[src/rtl/isg_pkg.sv]
package isg_pkg;
  typedef enum logic [1:0] {
    SEQ_IDLE  = 2'd0,
    SEQ_SNOOP = 2'd1,
    SEQ_MEM   = 2'd2,
    SEQ_UR    = 2'd3
  } seq_state_t;
endpackage

[src/rtl/isg_region_match.sv]
module isg_region_match #(
  parameter int AW   = 32,
  parameter int LW   = 8,
  parameter int NREG = 4
) (
  input  logic [NREG*AW-1:0] base,
  input  logic [NREG*AW-1:0] limit,
  input  logic [NREG-1:0]    en,
  input  logic [AW-1:0]      addr,
  input  logic [LW-1:0]      len_m1,
  output logic               hit
);
  localparam int PADW = AW + 1 - LW;

  logic [AW:0]      last_ext;
  logic             wraps;
  logic [NREG-1:0]  entry_hit;

  // last byte address with one extra bit to detect wrap-around
  assign last_ext = {1'b0, addr} + {{PADW{1'b0}}, len_m1};
  assign wraps    = last_ext[AW];

  for (genvar gi = 0; gi < NREG; gi++) begin : g_entry
    logic [AW-1:0] lo, hi;
    assign lo = base[gi*AW +: AW];
    assign hi = limit[gi*AW +: AW];
    assign entry_hit[gi] = en[gi] && !wraps && (addr >= lo) && (last_ext[AW-1:0] <= hi);
  end

  assign hit = |entry_hit;
endmodule

[src/rtl/isg_inbound_seq.sv]
module isg_inbound_seq
  import isg_pkg::*;
#(
  parameter int AW = 32,
  parameter int LW = 8
) (
  input  logic          clk,
  input  logic          rst_n,
  input  logic          req_valid,
  output logic          req_ready,
  input  logic [AW-1:0] req_addr,
  input  logic [LW-1:0] req_len_m1,
  input  logic          req_wr,
  input  logic          req_ns,
  input  logic          req_hit,
  output logic          snp_valid,
  input  logic          snp_ready,
  output logic [AW-1:0] snp_addr,
  output logic          mem_valid,
  input  logic          mem_ready,
  output logic [AW-1:0] mem_addr,
  output logic [LW-1:0] mem_len_m1,
  output logic          mem_wr,
  output logic          ur_valid,
  input  logic          ur_ready,
  output logic [AW-1:0] ur_addr,
  output logic          err_valid,
  output logic [AW-1:0] err_addr,
  input  logic          err_clr
);
  seq_state_t    state_q, state_d;
  logic [AW-1:0] addr_q;
  logic [LW-1:0] len_q;
  logic          wr_q;
  logic          accept, refuse;

  assign req_ready = (state_q == SEQ_IDLE);
  assign accept    = req_valid && req_ready;
  assign refuse    = accept && !req_hit;

  always_comb begin
    state_d = state_q;
    unique case (state_q)
      SEQ_IDLE:  if (accept) state_d = !req_hit ? SEQ_UR : (req_ns ? SEQ_MEM : SEQ_SNOOP);
      SEQ_SNOOP: if (snp_ready) state_d = SEQ_MEM;
      SEQ_MEM:   if (mem_ready) state_d = SEQ_IDLE;
      SEQ_UR:    if (ur_ready)  state_d = SEQ_IDLE;
      default:   state_d = SEQ_IDLE;
    endcase
  end

  always_ff @(posedge clk) begin
    if (!rst_n) begin
      state_q <= SEQ_IDLE;
      addr_q  <= '0;
      len_q   <= '0;
      wr_q    <= 1'b0;
    end else begin
      state_q <= state_d;
      if (accept) begin
        addr_q <= req_addr;
        len_q  <= req_len_m1;
        wr_q   <= req_wr;
      end
    end
  end

  // sticky record of the first refused address
  always_ff @(posedge clk) begin
    if (!rst_n) begin
      err_valid <= 1'b0;
      err_addr  <= '0;
    end else if (refuse && (!err_valid || err_clr)) begin
      err_valid <= 1'b1;
      err_addr  <= req_addr;
    end else if (err_clr) begin
      err_valid <= 1'b0;
    end
  end

  assign snp_valid  = (state_q == SEQ_SNOOP);
  assign snp_addr   = addr_q;
  assign mem_valid  = (state_q == SEQ_MEM);
  assign mem_addr   = addr_q;
  assign mem_len_m1 = len_q;
  assign mem_wr     = wr_q;
  assign ur_valid   = (state_q == SEQ_UR);
  assign ur_addr    = addr_q;
endmodule

[src/rtl/isg_ob_nosnoop.sv]
module isg_ob_nosnoop #(
  parameter int AW = 32
) (
  input  logic          force_ns,
  input  logic          in_valid,
  output logic          in_ready,
  input  logic [AW-1:0] in_addr,
  input  logic          in_ns,
  output logic          out_valid,
  input  logic          out_ready,
  output logic [AW-1:0] out_addr,
  output logic          out_ns
);
  assign out_valid = in_valid;
  assign in_ready  = out_ready;
  assign out_addr  = in_addr;
  assign out_ns    = force_ns | in_ns;
endmodule

[src/rtl/ingress_snoop_guard.sv]
module ingress_snoop_guard #(
  parameter int AW   = 32,
  parameter int LW   = 8,
  parameter int NREG = 4
) (
  input  logic              clk,
  input  logic              rst_n,
  input  logic [NREG*AW-1:0] cfg_base,
  input  logic [NREG*AW-1:0] cfg_limit,
  input  logic [NREG-1:0]   cfg_en,
  input  logic              ib_req_valid,
  output logic              ib_req_ready,
  input  logic [AW-1:0]     ib_req_addr,
  input  logic [LW-1:0]     ib_req_len_m1,
  input  logic              ib_req_wr,
  input  logic              ib_req_ns,
  output logic              snp_valid,
  input  logic              snp_ready,
  output logic [AW-1:0]     snp_addr,
  output logic              mem_valid,
  input  logic              mem_ready,
  output logic [AW-1:0]     mem_addr,
  output logic [LW-1:0]     mem_len_m1,
  output logic              mem_wr,
  output logic              ur_valid,
  input  logic              ur_ready,
  output logic [AW-1:0]     ur_addr,
  output logic              err_valid,
  output logic [AW-1:0]     err_addr,
  input  logic              err_clr,
  input  logic              ob_ns_force,
  input  logic              ob_in_valid,
  output logic              ob_in_ready,
  input  logic [AW-1:0]     ob_in_addr,
  input  logic              ob_in_ns,
  output logic              ob_out_valid,
  input  logic              ob_out_ready,
  output logic [AW-1:0]     ob_out_addr,
  output logic              ob_out_ns
);
  logic req_hit;

  isg_region_match #(.AW(AW), .LW(LW), .NREG(NREG)) u_match (
    .base(cfg_base), .limit(cfg_limit), .en(cfg_en),
    .addr(ib_req_addr), .len_m1(ib_req_len_m1), .hit(req_hit)
  );

  isg_inbound_seq #(.AW(AW), .LW(LW)) u_seq (
    .clk(clk), .rst_n(rst_n),
    .req_valid(ib_req_valid), .req_ready(ib_req_ready),
    .req_addr(ib_req_addr), .req_len_m1(ib_req_len_m1),
    .req_wr(ib_req_wr), .req_ns(ib_req_ns), .req_hit(req_hit),
    .snp_valid(snp_valid), .snp_ready(snp_ready), .snp_addr(snp_addr),
    .mem_valid(mem_valid), .mem_ready(mem_ready), .mem_addr(mem_addr),
    .mem_len_m1(mem_len_m1), .mem_wr(mem_wr),
    .ur_valid(ur_valid), .ur_ready(ur_ready), .ur_addr(ur_addr),
    .err_valid(err_valid), .err_addr(err_addr), .err_clr(err_clr)
  );

  isg_ob_nosnoop #(.AW(AW)) u_ob (
    .force_ns(ob_ns_force),
    .in_valid(ob_in_valid), .in_ready(ob_in_ready),
    .in_addr(ob_in_addr), .in_ns(ob_in_ns),
    .out_valid(ob_out_valid), .out_ready(ob_out_ready),
    .out_addr(ob_out_addr), .out_ns(ob_out_ns)
  );
endmodule

[config.mk]
export PLATFORM = sky130hd
export DESIGN_NAME = ingress_snoop_guard
export DESIGN_NICKNAME = d
export VERILOG_FILES = /design/src/rtl/isg_pkg.sv /design/src/rtl/isg_region_match.sv /design/src/rtl/isg_inbound_seq.sv /design/src/rtl/isg_ob_nosnoop.sv /design/src/rtl/ingress_snoop_guard.sv
export SDC_FILE = /design/constraint.sdc
export NUM_CORES = 1
export LEC_CHECK = 0
export ABC_AREA = 1
export ABC_CLOCK_PERIOD_IN_PS = 4500
export BUFFER_PORTS_ARGS = -buffer_cell sky130_fd_sc_hd__buf_2
export CELL_PAD_IN_SITES_DETAIL_PLACEMENT = 0
export CELL_PAD_IN_SITES_GLOBAL_PLACEMENT = 1
export CORE_MARGIN = 8
export CORE_UTILIZATION = 33
export CTS_BUF_LIST = sky130_fd_sc_hd__clkbuf_4 sky130_fd_sc_hd__clkbuf_8
export CTS_CLUSTER_SIZE = 30
export DETAILED_ROUTE_END_ITERATION = 16
export PLACE_DENSITY = 0.9
export SETUP_SLACK_MARGIN = 0.5
export SLEW_MARGIN = 10
export SYNTH_ARGS = -nofsm -noshare
export SYNTH_HDL_FRONTEND = slang
export SYNTH_SLANG_ARGS = --single-unit
[constraint.sdc]
create_clock -name clk -period 4.5 [get_ports clk]
set_clock_uncertainty 0.15 [all_clocks]
set_input_delay 0.225 -clock clk [delete_from_list [all_inputs] [get_ports clk]]
set_output_delay 0.225 -clock clk [all_outputs]
set_load 0.05 [all_outputs]
Yosys cells after proc, flatten, opt, wreduce, memory -nomap -nowiden

Cells that the tools add are included.

Bits in registers: 76
Output and inout port bits: 177

Add/sub/neg operators: 1
$lt $le $gt $ge: 8
Equal/unequal tests: 7
Multiplexer cells: 9
Bitwise logic cells: 1
Reduce and logical (&&, ||, !) cells: 23

Operators by type and width:

| kind               | count |
|---|---|
| $ge 32x32->1       | 4 |
| $le 32x32->1       | 4 |
| $add 32x8->33      | 1 |
| $logic_and 1x1->1  | 15 |
| $mux 2             | 6 |
| $pmux 2 s4         | 1 |
| $ne 2x1->1 const B | 3 |
| $eq 2x2->1 const B | 2 |
| $reduce_and 4->1   | 1 |
| $reduce_or 4->1    | 1 |
| $logic_not 1->1    | 3 |
| $eq 2x1->1 const B | 1 |
| $logic_not 2->1    | 1 |
| $mux 1             | 2 |
| $ne 2x2->1 const B | 1 |
| $reduce_bool 2->1  | 1 |
| $logic_or 1x1->1   | 1 |
| $or 1x1->1         | 1 |

Logic depth before layout (Yosys ltp)

Gate-level depths: netlist (run 1).

Depth in word-level cells: 10
Gate-level depth with buffers: 30

By module

A second synthesis (run 1) with hierarchy kept.

Cell total of the unflattened synthesis: 1828
Area total of the unflattened synthesis: 11568.6 sq um

Modules (own cells, without submodules):

| module           | times used | cells an instance | area each (sq um) |
|---|---|---|---|
| isg_region_match | 1          | 1308              | 7896.3 |
| isg_inbound_seq  | 1          | 483               | 3405.8 |
| isg_ob_nosnoop   | 1          | 37                | 266.5 |

Worst setup path after synthesis (run 1)

Ideal clock, no wire load.

Kind: input-to-reg
Start point: in ib_req_addr[0]
End point: reg u_seq.err_addr[2]
Data arrival time: 3877 ps
Setup slack: 409 ps
Stages on the path: 30
Buffers on the path: 1
Cell sequence: ha_1 > inv_1 > fa_1 > o21ai_2 > nand2_1 > nand2_2 > inv_2 > nor2_1 > nand3_1 > nor4_2 > nand2_1 > nor2_1 > xor2_1 > inv_1 > ha_1 > nand2_1 > nor2_1 > nand2_1 > nor4_1 > nand2_1 > nand2_1 > nand2_1 > nand2_1 > nand2_2 > nor2_4 > nand3_4 > buf_6 > nand2_1 > inv_2 > nor2_1

Word-level cells in the longest chain between the ends: 9
Elaborated cells between the ends (all ways): 26

RTL lines:

| item                                                                  | line                      | RTL |
|---|---|---|
| start: declaration                                                    | ingress_snoop_guard.sv:13 | `input logic [AW-1:0] ib_req_addr,` |
| parallel branches: the longest is 5 deep, another holds $add 32x8->33 | -                         |  |
| $reduce_or 4->1 *                                                     | isg_region_match.sv:30    | `assign hit = \|entry_hit;` |
| $logic_not 1->1 *                                                     | isg_inbound_seq.sv:39     | `assign refuse = accept && !req_hit;` |
| $logic_and 1x1->1 *                                                   | isg_inbound_seq.sv:39     |  |
| $logic_and 1x1->1 *                                                   | isg_inbound_seq.sv:73     | `end else if (refuse && (!err_valid \|\| err_clr)) begin` |
| end signal: assignment                                                | isg_inbound_seq.sv:75     | `err_addr <= req_addr;` |
| end: declaration                                                      | isg_inbound_seq.sv:28     | `output logic [AW-1:0] err_addr,` |

Mark *: on every way between the ends.
A chain may end at the register's enable or synchronous reset.

Final worst setup path (run 1)

Start point: in ib_req_addr[0]
End point: reg u_seq.err_addr[15]

The elaborated chain is that of the path after synthesis.

==> metrics.cfg, run 1 <==
[synthesis]
syn_avg_cell_area_um2 = 6.37
ys_ff_latch = 76
ys_warn_count = 0
yosysSeqAreaShare = 0.131
syn_nets = 2426
syn-instance-count = 1816
synth-main-ff-cell = dfxtp_1
synth_edf_count = 0
synthArstFlopShare = 0
synth.distinct_cells = 40
syn_area_um2 = 11600

[final_layout]
final_nets = 2837
area_growth_pct = 27.7
regArea_um2 = 1520
stdcell_count = 2690
layout-drive-gt1-share = 0.274
multi_input_area_um2 = 7830
mostFrequentLayoutCells = buf_2, inv_1, nand2_1
num-fill-cells = 3680
layout_commonest_cell = buf_2

[die]
rows = 68
fp.dieW_um = 203
io_pins = 522
start_util = 0.335
die_h_um = 203
core_area_um2 = 34500
die_area_um2 = 41300

[placement]
dpl.hpwl_um = 41100
dp.cells = 2640
place_ws_ps = -247
gp_congestion = 0.945
numPortBuffers = 453

[power]
p_leak_nw = 9.17
vdd_drop_max_mv = 0.522
finalPower_mw = 6.15
powerDensity_nw_per_um2 = 416

[sta]
fmax_ghz = 0.242
period_share = 0.920
min_period_ps = 4140
rsz0062_at_grt = true
worst_slack_ps = 360
maxSlewViolCount = 0
final_hold_viol_count = 0
worst_slew_pin_slew_ps = 1000
setup-violations-final = 0
relSlewSlack = 0.332

[setup_path]
crit_fanout = 11
slowest_stage = fa_2
worstSetupPathType = input pin to register
cp-start-kind = input pin
cp-end-kind = register
cpMostUsedCell = nand2_1
max_stage_delay_ps = 390
cp.arrival_ps = 4290
worstPathRequired_ps = 4650

[detailed_routing]
ant_nets = 0
routed_via_density = 4.67
route.met3.wl_um = 3250
drt_iter0_drc = 583
dr.max_layer_used = met5
drcViolationCount = 0
wirelength_um = 47900
dr.pass1.iters = 5
dr_total_vias = 12600
routed-wl-met2_um = 23700
wire_per_inst_um = 17.8
wl_met1_um = 19500

[clocking]
clkLatencyLatePin_ps = 370
cts_root_buf = clkbuf_8
clk_pin_slew_ps = 80
clock-sinks = 76
clock_path_buffers = 2
cts_made_buffers = 9
cts_tree = yes
cts_max_level = 3

[global_route]
grt_max_degree = 75
antenna_found_initial = 3
grt_pass1_wl_um = 71600
grt_overflow = 0
grt_pass1_vias = 13000
grt.total_usage = 0.221

[worst_hold_path]
hold_class = input pin to register

[run_status]
status = complete, no violations

[run]
cap_violations = 0

## report_power, final
| group | internal [mW] | switching [mW] | leakage, nW | total, mW |
|---|---|---|---|---|
| registers | 0.942 | 0.215 | 0.629 | 1.16 |
| clock network | 0.274 | 0.269 | 0.0969 | 0.544 |
| logic | 1.18 | 3.27 | 8.44 | 4.45 |
| total | 2.40 | 3.76 | 9.17 | 6.15 |
## per-layer routing
metal / GRT usage / vias up
met5: 0 / -
met4: 0.0798 / 2
met3: 0.0492 / 77
met2: 0.401 / 450
met1: 0.250 / 5604
li1: - / 6438
## registers in the layout, indices dropped and copies added, names as in the netlist
name,count
u_seq.state_q,2
u_seq.mem_wr,1
u_seq.err_addr,32
u_seq.err_valid,1
u_seq.mem_len_m1,8
u_seq.mem_addr,32
## worst paths after layout
check                                  from                          endpoint  slack (ps)  cells after the start
max                          ib_req_addr[0]   u_seq.err_addr[15]$_SDFFE_PN0P_         360                     32
min                        ib_req_len_m1[7]  u_seq.mem_len_m1[7]$_SDFFE_PN0P_          40                      3
max reg2reg   u_seq.state_q[0]$_SDFFE_PN0P_    u_seq.err_addr[5]$_SDFFE_PN0P_        1940                      8
min reg2reg  u_seq.err_addr[1]$_SDFFE_PN0P_    u_seq.err_addr[1]$_SDFFE_PN0P_         360                      4
## synthesized netlist by cell type, types with 2 or more instances
cell / instances / area share
buf_2: 6 / 0.0026
nor2_1: 155 / 0.050
o21bai_1: 2 / 0.0013
nor4_1: 5 / 0.0027
nor3_2: 2 / 0.0017
buf_1: 4 / 0.0013
xnor2_1: 5 / 0.0038
nand4_1: 53 / 0.029
clkbuf_1: 15 / 0.0049
a21o_1: 9 / 0.0058
buf_4: 98 / 0.064
nor2_2: 2 / 0.0011
nand2_1: 374 / 0.12
o21ai_1: 11 / 0.0048
o21ai_0: 61 / 0.026
nor3b_1: 3 / 0.0019
clkinv_1: 2 / 0.00065
o21a_1: 12 / 0.0078
a21oi_1: 153 / 0.066
inv_2: 16 / 0.0052
dfxtp_1: 76 / 0.13
nand2_2: 2 / 0.0011
or2_2: 2 / 0.0011
inv_1: 414 / 0.13
buf_6: 3 / 0.0029
xor2_1: 24 / 0.018
nand3_1: 21 / 0.0091
nor3_1: 11 / 0.0048
ha_1: 264 / 0.29
## logic make-up (layout without fill, tap and decap cells)
kind of cell | after synthesis | in the layout | synth area share
AND/OR/NAND/NOR | 636 | 636 | 0.229
adder cells (fa/ha/maj) | 265 | 265 | 0.287
flip-flops | 76 | 76 | 0.131
buffers and inverters | 558 | 974 | 0.215
XOR/XNOR | 29 | 29 | 0.0219
AO/OA/AOI/OAI | 252 | 252 | 0.115
other | 0 | 3 | 0
## final cells by class
type | instances | area share
clock buffer | 12 | 0.00990
inverter | 432 | 0.110
tap | 455 | 0.0385
multi-input combinational | 1182 | 0.529
clock inverter | 4 | 0.00339
antenna | 3 | 0.000508
timing repair buffer | 526 | 0.205
sequential | 76 | 0.103
## repair_timing
item	in CTS	in global routing
gates resized for setup	39	32
endpoints found under the hold margin	6	0
hold buffers	6	0
buffers inserted	13	6
endpoints found under the setup margin	35	35
pin swaps	15	15
gates cloned	5	1
## stage by stage
step | TNS [ps] | util | hold slack, ps | area, um2
6_report | 0 | 0.428 | 39.2 | 14800
5_1_grt | 0 | 0.428 | 33.0 | 14800
4_1_cts | 0 | 0.423 | 13.9 | 14600
3_5_place_dp | -8040 | 0.403 | 300 | 13900
3_3_place_gp | -1740 | 0.403 | 300 | 13900
2_1_floorplan | 0 | - | 210 | 11600
## worst max-delay path, delay by kind of cell
kind	cells	cell delay, ps
buf+inv	7	710
compound gates	1	170
xor+xnor	1	180
fa+ha+maj	3	810
simple gates	20	2200
(Power assumes the default switching activity.)
==> run 2, diff against run 1 <==
--- a/config.mk
+++ b/config.mk
@@ -12,7 +12,6 @@
 export CELL_PAD_IN_SITES_GLOBAL_PLACEMENT = 1
 export CORE_MARGIN = 8
 export CORE_UTILIZATION = 33
-export CTS_BUF_LIST = sky130_fd_sc_hd__clkbuf_4 sky130_fd_sc_hd__clkbuf_8
 export CTS_CLUSTER_SIZE = 30
 export DETAILED_ROUTE_END_ITERATION = 16
 export PLACE_DENSITY = 0.9
==> run 2 against run 1 <==
Compared with the run above: power grew 3.3%; register-to-register slack is essentially flat; count of clock-buffer cells in the layout is the same; global-route usage shrank 0.14 points; sequential power is essentially flat; wire length grew 0.95%; flip-flop and latch count is the same; final area grew 1.2%; non-clock buffer count grew 1; die area is the same; critical path type unchanged; critical endpoint is now u_seq.err_addr[17]$_SDFFE_PN0P_; highest routed layer unchanged.
==> metrics.cfg, run 2 (synthesis gave the netlist of run 1 again) <==
[run_status]
status = complete, no violations

[setup_path]
worstPathRequired_ps = 4630  ; -20 ps
worstSetupPathDepth = 32  ; unchanged
slowest_stage = fa_2
worst-path-buf-inv = 7  ; unchanged
crit_family = simple AND/OR/NAND/NOR gates
r2r_cells = 7  ; -1
cp-start-kind = input pin
reg2reg_to = u_seq.mem_addr[13]$_SDFFE_PN0P_
r2r_slack_ps = 1950  ; about the same
cp-end-kind = register
cp.arrival_ps = 4260  ; -30 ps
worstSetupPathType = input pin to register
max_stage_delay_ps = 350  ; -40 ps
crit_fanout = 11  ; unchanged
reg2reg_from = u_seq.state_q[0]$_SDFFE_PN0P_

[die]
die_h_um = 203  ; unchanged
start_util = 0.335  ; unchanged
fp.dieW_um = 203  ; unchanged
core_area_um2 = 34500  ; unchanged
io_pins = 522  ; unchanged
rows = 68  ; unchanged
die_area_um2 = 41300  ; unchanged

[power]
p_sw_mw = 3.81  ; +1.3%
switching_share = 0.599  ; -0.0115
vdd_drop_max_mv = 0.524  ; +0.41%
p_clk_frac = 0.114  ; +0.026
p_comb_frac = 0.704  ; -0.020
seqPwrFrac = 0.182  ; -0.006
intPower_mw = 2.55  ; +6.3%
p_leak_nw = 9.20  ; +0.38%
powerDensity_nw_per_um2 = 425  ; +2.0%

[global_route]
met3_usage = 0.0489  ; -0.000317
antenna_found_initial = 3  ; unchanged
grt_util_met1 = 0.247  ; -0.00276
grt_pass1_vias = 12900  ; -0.37%
grt_pass1_wl_um = 71200  ; -0.61%
grt.total_usage = 0.219  ; -0.00140
grt_use_met2 = 0.399  ; -0.00119
grt_max_degree = 75  ; unchanged
gr-max-usage-layer = met2
grt_overflow = 0  ; unchanged

[sta]
period_share = 0.918  ; -0.00223
setup-violations-final = 0  ; unchanged
rsz0062_at_grt = true
worst_slack_ps = 370  ; +10.0 ps
finalSetupTns_ps = 0  ; unchanged
fmax_ghz = 0.242  ; +0.24%
relSlewSlack = 0.355  ; +0.0229
maxSlewViolCount = 0  ; unchanged
min_period_ps = 4130  ; -10.0 ps
final_hold_viol_count = 0  ; unchanged
worst_slew_pin_slew_ps = 966  ; -34.3 ps

[clocking]
cts_root_buf = clkbuf_16
cts_made_buffers = 9  ; unchanged
clock-sinks = 76  ; unchanged
clkLatencyLatePin_ps = 350  ; -20 ps
clock_path_buffers = 2  ; unchanged
cts_tree = yes
clk_pin_slew_ps = 60  ; -20 ps
cts_max_level = 3  ; unchanged

[detailed_routing]
wire_per_inst_um = 18.0  ; +0.95%
drt_iter0_drc = 672  ; +15%
routed_via_density = 4.71  ; +0.84%
drcViolationCount = 0  ; unchanged
ant_nets = 0  ; unchanged
dr_total_vias = 12700  ; +0.84%
wirelength_um = 48400  ; +0.95%
dr.pass1.iters = 5  ; unchanged

[placement]
place_ws_ps = -247  ; unchanged
dpl.hpwl_um = 41100  ; unchanged
gp_congestion = 0.945  ; unchanged
numPortBuffers = 453  ; unchanged

[final_layout]
num-fill-cells = 3647  ; -0.90%
final_nets = 2838  ; +0.035%
mostFrequentLayoutCells = buf_2, inv_1, nand2_1
layout_commonest_cell = buf_2
layout-drive-gt1-share = 0.281  ; +0.00659
area_growth_pct = 29.3

[run]
cap_violations = 0  ; unchanged

[worst_hold_path]
hold_class = input pin to register
min_to = u_seq.mem_len_m1[3]$_SDFFE_PN0P_
hold_depth = 3  ; unchanged
hold_start = ib_req_len_m1[3]

## run 2: cell count changes in the layout (fill, tap and decap cells not counted), sizes merged
| cell | previous run | this run |
|---|---|---|
| diode | 3 | 2 |
| dlygate4sd3 | 6 | 5 |
| clkbuf | 13 | 16 |
| bufbuf | 1 | 0 |
## run 2: power groups by stage
| stage | logic, mW | registers, mW | clock network [mW] |
|---|---|---|---|
| finish | 4.47 | 1.16 | 0.725 |
| global route | 4.80 | 1.20 | 0.769 |
| CTS | 4.32 | 1.16 | 0.736 |
| detailed placement | 4.22 | 1.17 | 0 |
| global placement | 4.18 | 1.16 | 0 |
| floorplan | 2.58 | 2.02 | 0 |
## run 2: timing repair
action | 4_1_cts | 5_1_grt
setup endpoints to repair | 35 | 35
buffers inserted | 10 | 10
cloned | 3 | 4
resized for setup | 33 | 57
pin swaps | 11 | 20
hold buffers | 5 | 0
endpoints found under the hold margin | 5 | 0
## run 2: worst max-delay path by stage
| stage | start | endpoint | slack, ps |
|---|---|---|---|
| after global routing | ib_req_len_m1[0] | u_seq.err_addr[9]$_SDFFE_PN0P_ | 70 |
| after CTS | ib_req_addr[0] | u_seq.err_addr[5]$_SDFFE_PN0P_ | 460 |
| after floorplan | ib_req_addr[0] | u_seq.err_addr[2]$_SDFFE_PN0P_ | 500 |
| final | ib_req_len_m1[0] | u_seq.err_addr[17]$_SDFFE_PN0P_ | 370 |
| after detailed placement | ib_req_addr[0] | u_seq.err_addr[23]$_SDFFE_PN0P_ | -250 |
| after global placement | ib_req_addr[0] | u_seq.err_addr[1]$_SDFFE_PN0P_ | -70 |
## run 2: metal layers
layer / share of wire / up-vias
li1: - / 6437
met1: 0.40 / 5677
met2: 0.49 / 469
met3: 0.069 / 92
met4: 0.036 / 2
met5: 0.00027 / -
## run 2: cell type report
type / instances / area [um2] / area share
Sequential cell: 76 / 1520 / 0.102
Tap cell: 455 / 569 / 0.0380
Multi-Input combinational cell: 1182 / 7940 / 0.531
Clock buffer: 12 / 236 / 0.0158
Clock inverter: 4 / 50.0 / 0.00334
Antenna cell: 2 / 5.00 / 0.000334
Timing Repair Buffer: 527 / 3020 / 0.202
Inverter: 432 / 1620 / 0.109
## run 2: tightest hold or removal path: stages
cell	delay [ps]
buf_2	110
nor2_1	70
nor2_1	100
## run 2: per-stage QoR
step                      power [mW]  instance area, um2  instances  utilization  hold WS (ps)
after CTS                       6.21               14500       2674        0.421          2.03
after detailed placement        5.39               13900       2640        0.403           300
final                           6.35               15000       2690        0.433          38.3
after floorplan                 4.60               11600       1816            -           210
after global routing            6.77               15000       2690        0.433          49.0
after global placement          5.34               13900       2640        0.403           300
